$ cat src/rtl/lp_pkg.sv
package lp_pkg;
  typedef enum logic [2:0] {
    LV_NONE   = 3'd0,
    LV_PD     = 3'd1,
    LV_SR     = 3'd2,
    LV_SRGATE = 3'd3,
    LV_SRPD   = 3'd4,
    LV_STBY   = 3'd5
  } lpLevel_t;

  typedef enum logic [1:0] {
    PH_RUN    = 2'd0,
    PH_UNGATE = 2'd1,
    PH_WAKE   = 2'd2
  } lpPhase_t;

  // strobes from control to datapath
  typedef struct packed {
    logic cntClr;
    logic cntInc;
  } lpStrobe_t;
endpackage

$ cat src/rtl/lp_datapath.sv
module lp_datapath
  import lp_pkg::*;
#(
  parameter int CNT_W    = 20,
  parameter int THR_W    = 8,
  parameter int STBY_W   = 16,
  parameter int SCALE_SH = 10
) (
  input  logic              clk,
  input  logic              rstN,
  input  lpStrobe_t         strobe,
  input  logic              memIsLp4,
  input  logic [THR_W-1:0]  pdIdle,
  input  logic [THR_W-1:0]  srIdle,
  input  logic [THR_W-1:0]  srGateIdle,
  input  logic [THR_W-1:0]  srpdIdle,
  input  logic [STBY_W-1:0] stbyIdle,
  output lpLevel_t          target
);
  localparam int NUM     = 5;
  localparam int SCL_W   = THR_W + SCALE_SH;
  localparam int MID_W   = (CNT_W > SCL_W) ? CNT_W : SCL_W;
  localparam int CMP_W   = (MID_W > STBY_W) ? MID_W : STBY_W;
  localparam logic [CNT_W-1:0] CNT_MAX = {CNT_W{1'b1}};

  logic [CNT_W-1:0] idleCnt;
  logic [CMP_W-1:0] cntWide;
  logic [CMP_W-1:0] thr [NUM];
  logic [NUM-1:0]   allowed;
  logic [NUM-1:0]   reached;

  always_ff @(posedge clk or negedge rstN) begin
    if (!rstN)                               idleCnt <= '0;
    else if (strobe.cntClr)                  idleCnt <= '0;
    else if (strobe.cntInc && idleCnt != CNT_MAX) idleCnt <= idleCnt + 1'b1;
  end

  assign cntWide = CMP_W'(idleCnt);

  always_comb begin
    thr[0] = CMP_W'(pdIdle);
    thr[1] = CMP_W'(srIdle) << SCALE_SH;
    thr[2] = CMP_W'(srGateIdle) << SCALE_SH;
    thr[3] = CMP_W'(srpdIdle) << SCALE_SH;
    thr[4] = CMP_W'(stbyIdle);
    allowed = {1'b1, memIsLp4, 3'b111};
  end

  for (genvar g = 0; g < NUM; g++) begin : gCmp
    assign reached[g] = allowed[g] && (thr[g] != '0) && (cntWide >= thr[g]);
  end

  // ascending scan: the deepest reached level is the one that remains
  always_comb begin
    target = LV_NONE;
    for (int i = 0; i < NUM; i++)
      if (reached[i]) target = lpLevel_t'(3'(i + 1));
  end


  cnt_clear_chk: assert property (@(posedge clk) disable iff (!rstN)
    strobe.cntClr |=> idleCnt == '0);

  no_wrap_chk: assert property (@(posedge clk) disable iff (!rstN)
    (idleCnt == CNT_MAX && !strobe.cntClr) |=> idleCnt == CNT_MAX);

  cnt_step_chk: assert property (@(posedge clk) disable iff (!rstN)
    (strobe.cntInc && !strobe.cntClr && idleCnt != CNT_MAX) |=> idleCnt == $past(idleCnt) + 1'b1);
endmodule

$ cat src/rtl/lp_control.sv
module lp_control
  import lp_pkg::*;
(
  input  logic      clk,
  input  logic      rstN,
  input  logic      busReq,
  input  logic      wakeAck,
  input  lpLevel_t  target,
  output lpStrobe_t strobe,
  output lpLevel_t  level,
  output logic [4:0] lpEnter,
  output logic      wakeReq,
  output logic      busGrant,
  output logic      ctlClkEn,
  output logic      phyClkEn,
  output logic      dramClkEn
);
  lpPhase_t phase;

  always_ff @(posedge clk or negedge rstN) begin
    if (!rstN) begin
      phase <= PH_RUN;
      level <= LV_NONE;
    end else begin
      case (phase)
        PH_RUN: begin
          if (busReq && level != LV_NONE) phase <= PH_UNGATE;
          else if (!busReq)               level <= target;
        end
        PH_UNGATE: phase <= PH_WAKE;
        PH_WAKE: if (wakeAck) begin
          phase <= PH_RUN;
          level <= LV_NONE;
        end
        default: phase <= PH_RUN;
      endcase
    end
  end

  always_comb begin
    strobe.cntClr = busReq || (phase != PH_RUN);
    strobe.cntInc = !strobe.cntClr;
    wakeReq  = (phase == PH_WAKE);
    busGrant = busReq && (phase == PH_RUN) && (level == LV_NONE);
    lpEnter  = '0;
    if (phase == PH_RUN && level != LV_NONE) lpEnter[3'(level) - 3'd1] = 1'b1;
    if (phase != PH_RUN) begin
      ctlClkEn  = 1'b1;
      phyClkEn  = 1'b1;
      dramClkEn = 1'b1;
    end else begin
      ctlClkEn  = (level < LV_SRGATE);
      phyClkEn  = (level != LV_STBY);
      dramClkEn = (level != LV_STBY);
    end
  end


  ungate_first_chk: assert property (@(posedge clk) disable iff (!rstN)
    $rose(wakeReq) |-> $past(ctlClkEn && phyClkEn && dramClkEn && !wakeReq));

  wake_hold_chk: assert property (@(posedge clk) disable iff (!rstN)
    (wakeReq && !wakeAck) |=> wakeReq);

  enter_onehot_chk: assert property (@(posedge clk) disable iff (!rstN)
    $onehot0(lpEnter));

  wake_done_chk: assert property (@(posedge clk) disable iff (!rstN)
    (wakeReq && wakeAck) |=> (level == LV_NONE && !wakeReq));
endmodule

$ cat src/rtl/dram_lp_seq.sv
module dram_lp_seq
  import lp_pkg::*;
#(
  parameter int CNT_W    = 20,
  parameter int THR_W    = 8,
  parameter int STBY_W   = 16,
  parameter int SCALE_SH = 10
) (
  input  logic              clk,
  input  logic              rstN,
  input  logic              busReq,
  input  logic              wakeAck,
  input  logic              memIsLp4,
  input  logic [THR_W-1:0]  pdIdle,
  input  logic [THR_W-1:0]  srIdle,
  input  logic [THR_W-1:0]  srGateIdle,
  input  logic [THR_W-1:0]  srpdIdle,
  input  logic [STBY_W-1:0] stbyIdle,
  output logic [2:0]        lpLevel,
  output logic [4:0]        lpEnter,
  output logic              wakeReq,
  output logic              busGrant,
  output logic              ctlClkEn,
  output logic              phyClkEn,
  output logic              dramClkEn
);
  lpStrobe_t strobe;
  lpLevel_t  target;
  lpLevel_t  level;

  lp_datapath #(.CNT_W(CNT_W), .THR_W(THR_W), .STBY_W(STBY_W), .SCALE_SH(SCALE_SH)) uDp (
    .clk(clk), .rstN(rstN), .strobe(strobe), .memIsLp4(memIsLp4),
    .pdIdle(pdIdle), .srIdle(srIdle), .srGateIdle(srGateIdle),
    .srpdIdle(srpdIdle), .stbyIdle(stbyIdle), .target(target)
  );

  lp_control uCtl (
    .clk(clk), .rstN(rstN), .busReq(busReq), .wakeAck(wakeAck),
    .target(target), .strobe(strobe), .level(level), .lpEnter(lpEnter),
    .wakeReq(wakeReq), .busGrant(busGrant), .ctlClkEn(ctlClkEn),
    .phyClkEn(phyClkEn), .dramClkEn(dramClkEn)
  );

  assign lpLevel = 3'(level);
endmodule

$ cat config.mk
export PLATFORM = sky130hd
export DESIGN_NAME = dram_lp_seq
export DESIGN_NICKNAME = d
export VERILOG_FILES = /design/src/rtl/lp_pkg.sv /design/src/rtl/lp_datapath.sv /design/src/rtl/lp_control.sv /design/src/rtl/dram_lp_seq.sv
export SDC_FILE = /design/constraint.sdc
export NUM_CORES = 1
export LEC_CHECK = 0
export ABC_AREA = 1
export CAP_MARGIN = 0
export CORE_MARGIN = 4
export CORE_UTILIZATION = 31
export DETAILED_ROUTE_END_ITERATION = 10
export PLACE_DENSITY = 0.58
export SYNTH_ARGS = -nofsm -noshare
export SYNTH_HDL_FRONTEND = slang
export SYNTH_SLANG_ARGS = --single-unit
$ cat constraint.sdc
create_clock -name clk -period 1.5 [get_ports clk]
set_input_delay 0.3 -clock clk [delete_from_list [all_inputs] [get_ports clk]]
set_output_delay 0.3 -clock clk [all_outputs]
set_load 0.1 [all_outputs]
==> key figures <==
Status
  • Outcome: finished with violations
  • Failing checks: setup timing

Final layout
  • Commonest non-fill, non-tap cell in the layout: buf_4
  • Area grow syn2layout: 89.1%
  • Fill count: 821
  • Fin nets: approximately 760
  • ANT cells: 0
  • Most frequent cells in the layout: buf_4 (100), inv_1 (77), nand2_1 (72)
  • Final Non-Filler Cells: just under 800
  • Share of layout cells above drive strength 1: 43.7%

Route
  • Via count: 3755
  • 1st-iter DRT viols: between 100 and 150
  • Drt total wl: around 11000 microns
  • Final ANT Viol Nets: 0
  • Drt drc: 0
  • DR WL/cell: between 10 and 15 microns
  • Drt first pass iters: 4
  • DR vias/cell: about 4.8

Yosys
  • Warnings from Yosys: 0
  • #FFs+latches synth: 25
  • Async set-reset flop share out of synthesis: 100%
  • Sequential share of the synthesized area: between 20% and 30%
  • Post-Syn Area per Cell: approximately 6.6 sq um
  • Post-synthesis cell type count: 32
  • Post-synth EDFFs: 0
  • Post-Synthesis Cells: approximately 470
  • Top FF cell, synth: dfrtp_1
  • Syn Nets: roughly 570
  • Mapped Area: ~3100 sq um

Power and ir drop
  • Clk pwr share: between 20% and 30%
  • Reg power frac: ~37%
  • Sw Pwr: around 630 uW
  • Internal: approximately 1.3 mW
  • Pleak: a little under 3 nW
  • Power density cells: 328 nW/um^2
  • Switching share of power: between 30% and 40%
  • VDD IR max: 0.293 mV
  • Logic gate share of total power: between 40% and 50%

Placement
  • Gp weighted congestion: roughly 0.87
  • Final HPWL DP: between 8000 and 9000 microns
  • Place WS: -631 ps
  • Placed cell count: 755
  • Buffers added on ports: 65

Floorplan
  • I/O pins: 66
  • Die height: roughly 110 microns
  • Initial Util: about a third
  • Die span in x: about 110 microns
  • Area of the die: 11500 sq um
  • CORE AREA: 9680 sq um
  • Rows: 36

Global route
  • Antenna violations before repair: 0
  • Vias in the first global route: around 3.7k
  • Largest net degree at the start of global routing: 26
  • GR Overflow Total: 0
  • Total track usage: between 15 and 20%
  • First-pass GRT wire length: 17000 microns

Clock network
  • Clock buffer depth: 2
  • H-tree depth: 1
  • TritonCTS clock tree: yes
  • Clock sinks: 25
  • Post-CTS Hold Buffers: 0
  • Worst-skew pair later-pin latency: between 200 and 300 ps
  • CTS Root Buffer Type: clkbuf_8
  • CTS clock-pin slew for the worst setup and hold paths: roughly 90 ps
  • TritonCTS Buffers: 3

Worst setup path
  • Setup CP Type: reg -> out
  • CP arrival: between 1500 and 2000 ps
  • Worst R2R End: uDp.cntWide[17]
  • R2R Setup Slk: -340 ps
  • Worst Path Required: 1200 ps
  • Reg2reg path depth: 13
  • Crit start category: register
  • Worst setup EP type: output pin
  • Worst-path fanout max: 3
  • Worst r2r src: uDp.cntWide[7]

STA
  • Max Clock Skew: 8.68 ps
  • Setup-failing EPs final: 33
  • Final Hold Fails: 0
  • Fmax: 476 MHz
  • Clock period minus worst slack: ~2100 ps
  • Final TNS setup: -9480 ps
  • Worst setup margin: -602 ps
  • Slew margin rel.: just over 70%
  • Worst-margin pin slew: 404 ps
  • Tcrit/Tclk final: 140%
  • RSZ-0062 raised after global routing: yes
  • Final Slew Violations: 0

Run
  • Max-Cap Viols: 0

Min path
  • HP Class: in -> async
## sequential cells by signal, summed over array words and instances (netlist names)
| name | cells |
|---|---|
| uDp.cntWide | 20 |
| uCtl.phase | 2 |
| uCtl.level | 3 |
## final cells by class
cell class                      count  area [sq um]  area share, %
Inverter                          100           385           6.65
Sequential cell                    25           652           11.2
Tap cell                          133           166           2.87
Clock inverter                      1          5.00         0.0863
Clock buffer                        3          41.3          0.712
Multi-Input combinational cell    340          2730           47.1
Timing Repair Buffer              188          1820           31.4
## worst max-delay path: stages (launching register included)
cell	delay (ps)
dfrtp_4	510
inv_4	80
ha_4	130
xnor2_2	110
inv_1	80
or2_4	260
nor3_4	160
buf_12	200
## stage by stage
stage          util, %  hold WS [ps]  area, sq um  power (mW)
3_3_place_gp      50.4           573         4880        1.40
4_1_cts           55.1           381         5330        1.87
3_5_place_dp      50.4           582         4880        1.42
2_1_floorplan        -          4.41         3240        1.02
6_report          59.9           379         5800        1.90
5_1_grt           59.9           405         5800        2.02
## cell usage after synthesis, drive strengths merged (2+ instances only)
cell,instances,share of area (%)
nor2,54,7.7
nor4,16,3.3
dfrtp,25,20
or2,2,0.41
buf,2,0.41
nor3,15,2.4
ha,53,22
a21oi,27,4.4
nand2,97,13
xor2,3,0.86
xnor2,2,0.57
nand3,25,4.5
nand3b,3,0.73
o21ai,24,3.9
nand4,11,2.2
inv,100,12
## worst max-delay path by stage
| stage | start | endpoint | slack [ps] | cells past startpoint |
|---|---|---|---|---|
| floorplan | uCtl.level[0] | lpEnter[3] | -930 | 6 |
| global placement | srpdIdle[4] | uCtl.level[0] | -600 | 14 |
| detailed placement | pdIdle[7] | uCtl.level[0] | -630 | 16 |
| CTS | uCtl.level[0] | lpEnter[3] | -620 | 7 |
| global route | uCtl.level[0] | lpEnter[3] | -660 | 7 |
| finish | uCtl.level[0] | lpEnter[3] | -600 | 7 |
## cells by family (layout without fill, tap and decap cells)
group | after synthesis | count (layout) | share of synthesized area [%]
buffers and inverters | 103 | 292 | 12.8
flip-flops | 25 | 25 | 20.4
adder cells (fa/ha/maj) | 53 | 53 | 21.6
AND/OR/NAND/NOR | 224 | 225 | 34.0
XOR/XNOR | 5 | 5 | 1.43
AO/OA/AOI/OAI | 57 | 57 | 9.79
## power by group through the flow
stage	Combinational, mW	Clock [mW]	Sequential (mW)
finish	0.782	0.414	0.708
global route	0.861	0.454	0.710
CTS	0.736	0.434	0.703
detailed placement	0.698	0	0.717
global placement	0.681	0	0.717
floorplan	0.297	0	0.728
## metal layers
layer / global-route usage (%) / vias up / routed length [microns]
li1: - / 1914 / -
met2: 33.7 / 66 / 5860
met1: 22.6 / 1763 / 4650
met4: 2.71 / 0 / 134
met3: 2.22 / 12 / 428
met5: 0 / - / 0
## timing repair
item	4_1_cts	5_1_grt
buffers inserted	13	23
endpoints found under the hold margin	0	0
pin swaps	36	45
cloned	1	0
gates resized for setup	80	88
endpoints found under the setup margin	32	33
No activity file was read; power rests on OpenSTA's default activity.
